### config.mk
export PLATFORM = sky130hd
export DESIGN_NAME = lockgate_seq
export DESIGN_NICKNAME = d
export VERILOG_FILES = /design/src/rtl/lockgate_pkg.sv /design/src/rtl/lockgate_irq_sync.sv /design/src/rtl/lockgate_wait_timer.sv /design/src/rtl/lockgate_regport.sv /design/src/rtl/lockgate_seq.sv
export SDC_FILE = /design/constraint.sdc
export NUM_CORES = 1
export LEC_CHECK = 0
export ABC_AREA = 1
export BUFFER_PORTS_ARGS = -buffer_cell sky130_fd_sc_hd__buf_4
export CAP_MARGIN = 20
export CORE_ASPECT_RATIO = 0.75
export CORE_UTILIZATION = 59
export CTS_CLUSTER_DIAMETER = 80
export DETAILED_ROUTE_END_ITERATION = 8
export PLACE_DENSITY = 0.81
export SLEW_MARGIN = 20
export SYNTH_ARGS = -nofsm -noshare
export SYNTH_HDL_FRONTEND = slang
export SYNTH_HIERARCHICAL = 1
export SYNTH_SLANG_ARGS = --single-unit
### constraint.sdc
create_clock -name clk -period 4.1 [get_ports clk]
set_clock_uncertainty 0.15 [all_clocks]
set_input_delay 0.82 -clock clk [delete_from_list [all_inputs] [get_ports clk]]
set_output_delay 0.82 -clock clk [all_outputs]
set_load 0.01 [all_outputs]
### src/rtl/lockgate_pkg.sv
package lockgate_pkg;

    typedef enum logic [3:0] {
        ST_RESET,
        ST_ASSERT_PWRDN,
        ST_WAIT_IRQ,
        ST_READ_STATUS,
        ST_CHECK_LOCK,
        ST_WAIT_RX_READY,
        ST_RELEASE_PWRDN,
        ST_CAPTURE,
        ST_CAPTURE_READ
    } seq_state_t;

    // Register addresses and bit positions the sequencer depends on
    localparam logic [7:0] PWR_REG_ADDR    = 8'h00;
    localparam logic [7:0] STATUS_REG_ADDR = 8'h10;
    localparam int         PWRDN_BIT       = 7;
    localparam int         LOCKED_BIT      = 0;
    localparam int         LOST_BIT        = 1;

endpackage

### src/rtl/lockgate_irq_sync.sv
module lockgate_irq_sync #(
    parameter int STAGES = 2
) (
    input  logic clk,
    input  logic rst_n,
    input  logic irq_i,
    output logic evt_o
);
    logic [STAGES-1:0] sync_q;
    logic              last_q;

    always_ff @(posedge clk) begin
        if (!rst_n) begin
            sync_q <= '0;
            last_q <= 1'b0;
        end else begin
            sync_q[0] <= irq_i;
            for (int i = 1; i < STAGES; i++) begin
                sync_q[i] <= sync_q[i-1];
            end
            last_q <= sync_q[STAGES-1];
        end
    end

    assign evt_o = sync_q[STAGES-1] & ~last_q;

    // an interrupt produces a single-cycle event
    assert_single_event_R3: assert property (@(posedge clk) disable iff (!rst_n)
        evt_o |=> !evt_o);

endmodule

### src/rtl/lockgate_wait_timer.sv
module lockgate_wait_timer #(
    parameter int TMR_W = 32
) (
    input  logic             clk,
    input  logic             rst_n,
    input  logic             run_i,
    input  logic [TMR_W-1:0] limit_i,
    output logic             expired_o
);
    logic [TMR_W-1:0] cnt_q;

    always_ff @(posedge clk) begin
        if (!rst_n) begin
            cnt_q <= '0;
        end else if (!run_i) begin
            cnt_q <= '0;
        end else if (cnt_q < limit_i) begin
            cnt_q <= cnt_q + 1'b1;
        end
    end

    assign expired_o = run_i && (cnt_q >= limit_i);

    // a non-zero limit can only expire after waiting was already under way
    assert_expiry_needs_wait_R8: assert property (@(posedge clk) disable iff (!rst_n)
        (expired_o && limit_i != '0) |-> $past(run_i));

endmodule

### src/rtl/lockgate_regport.sv
module lockgate_regport #(
    parameter int ADDR_W = 8,
    parameter int DATA_W = 8
) (
    input  logic              clk,
    input  logic              rst_n,
    input  logic              go_i,
    input  logic              we_i,
    input  logic [ADDR_W-1:0] addr_i,
    input  logic [DATA_W-1:0] wdata_i,
    output logic              done_o,
    output logic [DATA_W-1:0] rdata_o,
    output logic              req_o,
    output logic              bus_we_o,
    output logic [ADDR_W-1:0] bus_addr_o,
    output logic [DATA_W-1:0] bus_wdata_o,
    input  logic              ack_i,
    input  logic [DATA_W-1:0] bus_rdata_i
);
    always_ff @(posedge clk) begin
        if (!rst_n) begin
            req_o       <= 1'b0;
            bus_we_o    <= 1'b0;
            bus_addr_o  <= '0;
            bus_wdata_o <= '0;
            done_o      <= 1'b0;
            rdata_o     <= '0;
        end else begin
            done_o <= 1'b0;
            if (req_o) begin
                if (ack_i) begin
                    req_o   <= 1'b0;
                    done_o  <= 1'b1;
                    rdata_o <= bus_rdata_i;
                end
            end else if (go_i) begin
                req_o       <= 1'b1;
                bus_we_o    <= we_i;
                bus_addr_o  <= addr_i;
                bus_wdata_o <= wdata_i;
            end
        end
    end

    // request and its fields hold until acknowledged
    assert_hold_request_R2: assert property (@(posedge clk) disable iff (!rst_n)
        (req_o && !ack_i) |=> (req_o && $stable(bus_addr_o) && $stable(bus_we_o)
                               && $stable(bus_wdata_o)));

    // completion only follows an acknowledged request
    assert_done_after_ack_R2: assert property (@(posedge clk) disable iff (!rst_n)
        done_o |-> $past(req_o && ack_i));

    // a new access never starts over a pending one
    assert_no_overlap_R2: assert property (@(posedge clk) disable iff (!rst_n)
        go_i |-> (!req_o && !done_o));

endmodule

### src/rtl/lockgate_seq.sv
module lockgate_seq
    import lockgate_pkg::*;
#(
    parameter int ADDR_W      = 8,
    parameter int DATA_W      = 8,
    parameter int TMR_W       = 32,
    parameter int SYNC_STAGES = 2
) (
    input  logic              clk,
    input  logic              rst_n,
    input  logic              irq_i,
    input  logic              rx_ready_i,
    input  logic [TMR_W-1:0]  wait_limit_i,
    output logic              reg_req_o,
    output logic              reg_we_o,
    output logic [ADDR_W-1:0] reg_addr_o,
    output logic [DATA_W-1:0] reg_wdata_o,
    input  logic              reg_ack_i,
    input  logic [DATA_W-1:0] reg_rdata_i,
    output logic              capture_en_o,
    output logic              lock_err_o
);
    localparam logic [ADDR_W-1:0] PWR_ADDR    = ADDR_W'(PWR_REG_ADDR);
    localparam logic [ADDR_W-1:0] STAT_ADDR   = ADDR_W'(STATUS_REG_ADDR);
    localparam logic [DATA_W-1:0] PWRDN_SET   = DATA_W'(1) << PWRDN_BIT;
    localparam logic [DATA_W-1:0] PWRDN_CLEAR = '0;

    seq_state_t        state_q, state_n;
    logic              irq_evt;
    logic              tmr_exp;
    logic              rp_done;
    logic [DATA_W-1:0] rp_rdata;
    logic              go_q, go_we_q;
    logic [ADDR_W-1:0] go_addr_q;
    logic [DATA_W-1:0] go_wdata_q;
    logic              lock_ok;
    logic              entering;

    lockgate_irq_sync #(.STAGES(SYNC_STAGES)) u_sync (
        .clk   (clk),
        .rst_n (rst_n),
        .irq_i (irq_i),
        .evt_o (irq_evt)
    );

    lockgate_wait_timer #(.TMR_W(TMR_W)) u_timer (
        .clk       (clk),
        .rst_n     (rst_n),
        .run_i     (state_q == ST_WAIT_IRQ),
        .limit_i   (wait_limit_i),
        .expired_o (tmr_exp)
    );

    lockgate_regport #(.ADDR_W(ADDR_W), .DATA_W(DATA_W)) u_port (
        .clk         (clk),
        .rst_n       (rst_n),
        .go_i        (go_q),
        .we_i        (go_we_q),
        .addr_i      (go_addr_q),
        .wdata_i     (go_wdata_q),
        .done_o      (rp_done),
        .rdata_o     (rp_rdata),
        .req_o       (reg_req_o),
        .bus_we_o    (reg_we_o),
        .bus_addr_o  (reg_addr_o),
        .bus_wdata_o (reg_wdata_o),
        .ack_i       (reg_ack_i),
        .bus_rdata_i (reg_rdata_i)
    );

    assign lock_ok  = rp_rdata[LOCKED_BIT] & ~rp_rdata[LOST_BIT];
    assign entering = (state_n != state_q);

    // Next-state logic
    always_comb begin
        state_n = state_q;
        unique case (state_q)
            ST_RESET:         state_n = ST_ASSERT_PWRDN;
            ST_ASSERT_PWRDN:  if (rp_done) state_n = ST_WAIT_IRQ;
            ST_WAIT_IRQ: begin
                if (irq_evt)      state_n = ST_READ_STATUS;
                else if (tmr_exp) state_n = ST_ASSERT_PWRDN;
            end
            ST_READ_STATUS:   if (rp_done) state_n = ST_CHECK_LOCK;
            ST_CHECK_LOCK:    state_n = lock_ok ? ST_WAIT_RX_READY : ST_WAIT_IRQ;
            ST_WAIT_RX_READY: if (rx_ready_i) state_n = ST_RELEASE_PWRDN;
            ST_RELEASE_PWRDN: if (rp_done) state_n = ST_CAPTURE;
            ST_CAPTURE:       if (irq_evt) state_n = ST_CAPTURE_READ;
            ST_CAPTURE_READ: begin
                if (rp_done) state_n = lock_ok ? ST_CAPTURE : ST_ASSERT_PWRDN;
            end
            default:          state_n = ST_RESET;
        endcase
    end

    // State register
    always_ff @(posedge clk) begin
        if (!rst_n) state_q <= ST_RESET;
        else        state_q <= state_n;
    end

    // Registered outputs and access launch
    always_ff @(posedge clk) begin
        if (!rst_n) begin
            capture_en_o <= 1'b0;
            lock_err_o   <= 1'b0;
            go_q         <= 1'b0;
            go_we_q      <= 1'b0;
            go_addr_q    <= '0;
            go_wdata_q   <= '0;
        end else begin
            capture_en_o <= (state_n == ST_CAPTURE) || (state_n == ST_CAPTURE_READ);
            go_q         <= 1'b0;
            if (entering) begin
                unique case (state_n)
                    ST_ASSERT_PWRDN: begin
                        go_q <= 1'b1; go_we_q <= 1'b1;
                        go_addr_q <= PWR_ADDR; go_wdata_q <= PWRDN_SET;
                    end
                    ST_RELEASE_PWRDN: begin
                        go_q <= 1'b1; go_we_q <= 1'b1;
                        go_addr_q <= PWR_ADDR; go_wdata_q <= PWRDN_CLEAR;
                    end
                    ST_READ_STATUS, ST_CAPTURE_READ: begin
                        go_q <= 1'b1; go_we_q <= 1'b0;
                        go_addr_q <= STAT_ADDR; go_wdata_q <= '0;
                    end
                    default: go_q <= 1'b0;
                endcase
            end
            if (state_q == ST_WAIT_IRQ && !irq_evt && tmr_exp)
                lock_err_o <= 1'b1;
            else if (state_q == ST_RELEASE_PWRDN && state_n == ST_CAPTURE)
                lock_err_o <= 1'b0;
        end
    end

    // status is read only in response to an interrupt event
    assert_read_on_irq_R3: assert property (@(posedge clk) disable iff (!rst_n)
        $rose(state_q == ST_READ_STATUS) |-> $past(irq_evt));

    // the ready wait is entered only from a valid lock status
    assert_valid_lock_R4: assert property (@(posedge clk) disable iff (!rst_n)
        (state_q == ST_WAIT_RX_READY && $past(state_q) == ST_CHECK_LOCK)
            |-> $past(rp_rdata[LOCKED_BIT] && !rp_rdata[LOST_BIT]));

    // power-down release starts only with the receiver ready
    assert_release_needs_ready_R5: assert property (@(posedge clk) disable iff (!rst_n)
        $rose(state_q == ST_RELEASE_PWRDN) |-> $past(rx_ready_i));

    // capture begins only after the release write completed
    assert_capture_after_release_R6: assert property (@(posedge clk) disable iff (!rst_n)
        $rose(capture_en_o) |-> $past(state_q == ST_RELEASE_PWRDN && rp_done));

    // a bad status during capture removes capture
    assert_lost_drops_capture_R7: assert property (@(posedge clk) disable iff (!rst_n)
        (state_q == ST_CAPTURE_READ && rp_done && !lock_ok) |=> !capture_en_o);

endmodule

==> qor.yml <==
grt:
  grt_pass1_vias: 4132
  track_usage_pct: 27.84
  grt_max_degree: 59
  overflow: 0
  grt_first_pass_wirelength_um: 17820
  antenna_found_initial: 0
sta:
  tightest_slew_ns: 0.8071
  setup-violations-final: 0
  rsz0062_at_grt: "false"
  maxSlewViolCount: 0
  hold_violations: 0
  tns_ns: 0
  max_freq_mhz: 282.5
  max-slew-margin-rel_pct: 45.86
  fin_crit_sh_pct: 86.33
  min_period_ns: 3.539
  timing.final.ws_setup_ns: 0.5607
route:
  ant_nets: 0
  remaining_drc_errors: 0
  dr.first_iter.drc_count: 202
  drt_wl_total_um: 10390
  first_pass_iters: 5
  wl_per_cell_um: 11.84
  avgViaCountPerCell: 5.124
  vias: 4494
clock_network:
  clk_path_buf_depth: 2
  cts_made_buffers: 9
  clkSinkCount: 66
  post-cts-setup-buffer-count: 0
  clockRootBuffer: "clkbuf_8"
  cts_max_level: 3
  cts_resized: 0
  cts_tree: "done"
  clk_latency_ns: 0.33
  clk_transition_reported_paths_ns: 0.08
  cts-hold-fix-buffers: 0
synthesis:
  avgSynthCellArea_um2: 6.462
  ys_warn_count: 6
  netlist_instances: 704
  syn_area_um2: 4549
outcome:
  run_status: "complete, no violations"
flow_run:
  max_cap_violations: 0
cells_and_area:
  fillers: 650
  final_nets: 849
  antenna_cells: 0
  final_layout_size_suffix_gt1_share_pct: 17.53
  post-route-util_pct: 71.45
  area_delta_synth_final_pct: 16.20
power:
  cellPowerDensity_nw_per_um2: 288.0
  leakage_nw: 2.593
  ir_drop_uv: 252.7
placement:
  post-place-ws_ns: 0.2944
  detailed_place_hpwl_um: 7848
  gp_congestion: 0.9104
  numPortBuffers: 58
critical_path:
  critical_path_class: "in -> reg"
  arrival_ns: 3.65
  crit_start: "wait_limit_i[25]"
  r2r_end: "go_we_q"
  cp-endpoint: "go_we_q"
  end_kind: "register"
  slowest_stage: "ha_1"
  path_max_fanout: 7
  cp_data_required_time_ns: 4.22
  reg2reg_slack_ns: 0.72
  reg2reg_depth: 23
  r2r_start: "u_timer/cnt_q[27]"
  cpPeakStageDelay_ns: 0.30
  crit_path_start_kind: "input port"
worst_hold_path:
  hp-class: "reg -> reg"
die:
  fp.dieW_um: 103.4
  rows: 27
  fp.coreArea_um2: 7398
  initial_core_util_pct: 61.49
  dieArea_um2: 8069
  pin_count: 65
  die-height_um: 78.05
worst max-delay path: cells and delay by family:
family,cells,cell delay (ns)
AND/OR/NAND/NOR,15,1.41
AO/OA/AOI/OAI,4,0.59
buffers and inverters,6,0.53
adder cells (fa/ha/maj),1,0.30
stage by stage:
step / hold WS, ns / area, um2 / instances / power (mW)
after global routing: 0.3045 / 5286 / 877 / 1.600
after CTS: 0.2666 / 5286 / 877 / 1.536
after detailed placement: 0.2516 / 5060 / 861 / 0.9198
after floorplan: 0.2356 / 4598 / 717 / 0.8405
after global placement: 0.2412 / 5060 / 861 / 0.9103
final: 0.2642 / 5286 / 877 / 1.523
worst min-delay path by stage:
stage | from | to | slack (ns) | depth (start not counted)
2_1_floorplan | u_sync/sync_q[0] | u_sync/sync_q[1] | 0.24 | 2
3_5_place_dp | u_sync/sync_q[0] | u_sync/sync_q[1] | 0.25 | 2
3_3_place_gp | u_sync/sync_q[0] | u_sync/sync_q[1] | 0.24 | 2
5_1_grt | u_sync/sync_q[0] | u_sync/sync_q[1] | 0.30 | 2
4_1_cts | u_sync/sync_q[0] | u_sync/sync_q[1] | 0.27 | 2
6_report | u_sync/sync_q[0] | u_sync/sync_q[1] | 0.26 | 2
layout make-up:
| class | instances | area (um2) | area share (%) |
|---|---|---|---|
| Sequential cell | 66 | 1321 | 24.99 |
| Tap cell | 101 | 126.4 | 2.391 |
| Clock buffer | 9 | 123.9 | 2.343 |
| Inverter | 99 | 371.6 | 7.030 |
| Clock inverter | 7 | 102.6 | 1.941 |
| Multi-Input combinational cell | 535 | 2790 | 52.78 |
| Timing Repair Buffer | 60 | 450.4 | 8.521 |
layout by cell type, fill, tap and decap left out:
master and n:
nand2_1 157, nor2_1 118, inv_1 89, nand3_1 77, dfxtp_1 66, buf_4 60
a21oi_1 47, ha_1 33, nand4_1 18, nand2_2 16, nor2_2 14, conb_1 14
clkbuf_8 9, inv_2 8, nor2_4 7, nand3_2 7, xor2_1 4, nor3_1 4
a21oi_2 4, clkinv_4 3, o21ai_0 3, o21ai_1 2, bufinv_16 2, a21o_1 2
clkinv_1 2, nand3_4 1, a21boi_0 1, inv_8 1, clkinv_2 1, nor3b_2 1
nor3b_1 1, o21bai_1 1, xnor2_1 1, nand2_4 1, nor2_8 1
routing by layer:
layer / share of wire (%) / GRT usage, %
met3: 5.6 / 5.521
met5: 0 / 0
met2: 46 / 46.29
met1: 47 / 36.66
met4: 0.92 / 7.183
state kept, by name, summed over array words and instances, names as in the netlist, 2 cells and up:
name	flops
u_port/bus_addr_o	8
u_timer/cnt_q	32
u_port/rdata_o	2
u_sync/sync_q	2
u_port/bus_wdata_o	8
state_q	4
power breakdown:
part | switching (mW) | total (mW) | leakage (nW) | internal (mW)
clock network | 0.268 | 0.616 | 0.115 | 0.349
logic | 0.113 | 0.209 | 1.94 | 0.0960
registers | 0.0250 | 0.697 | 0.537 | 0.672
total | 0.406 | 1.52 | 2.59 | 1.12
Note: power is estimated with default switching activity, not from simulation.
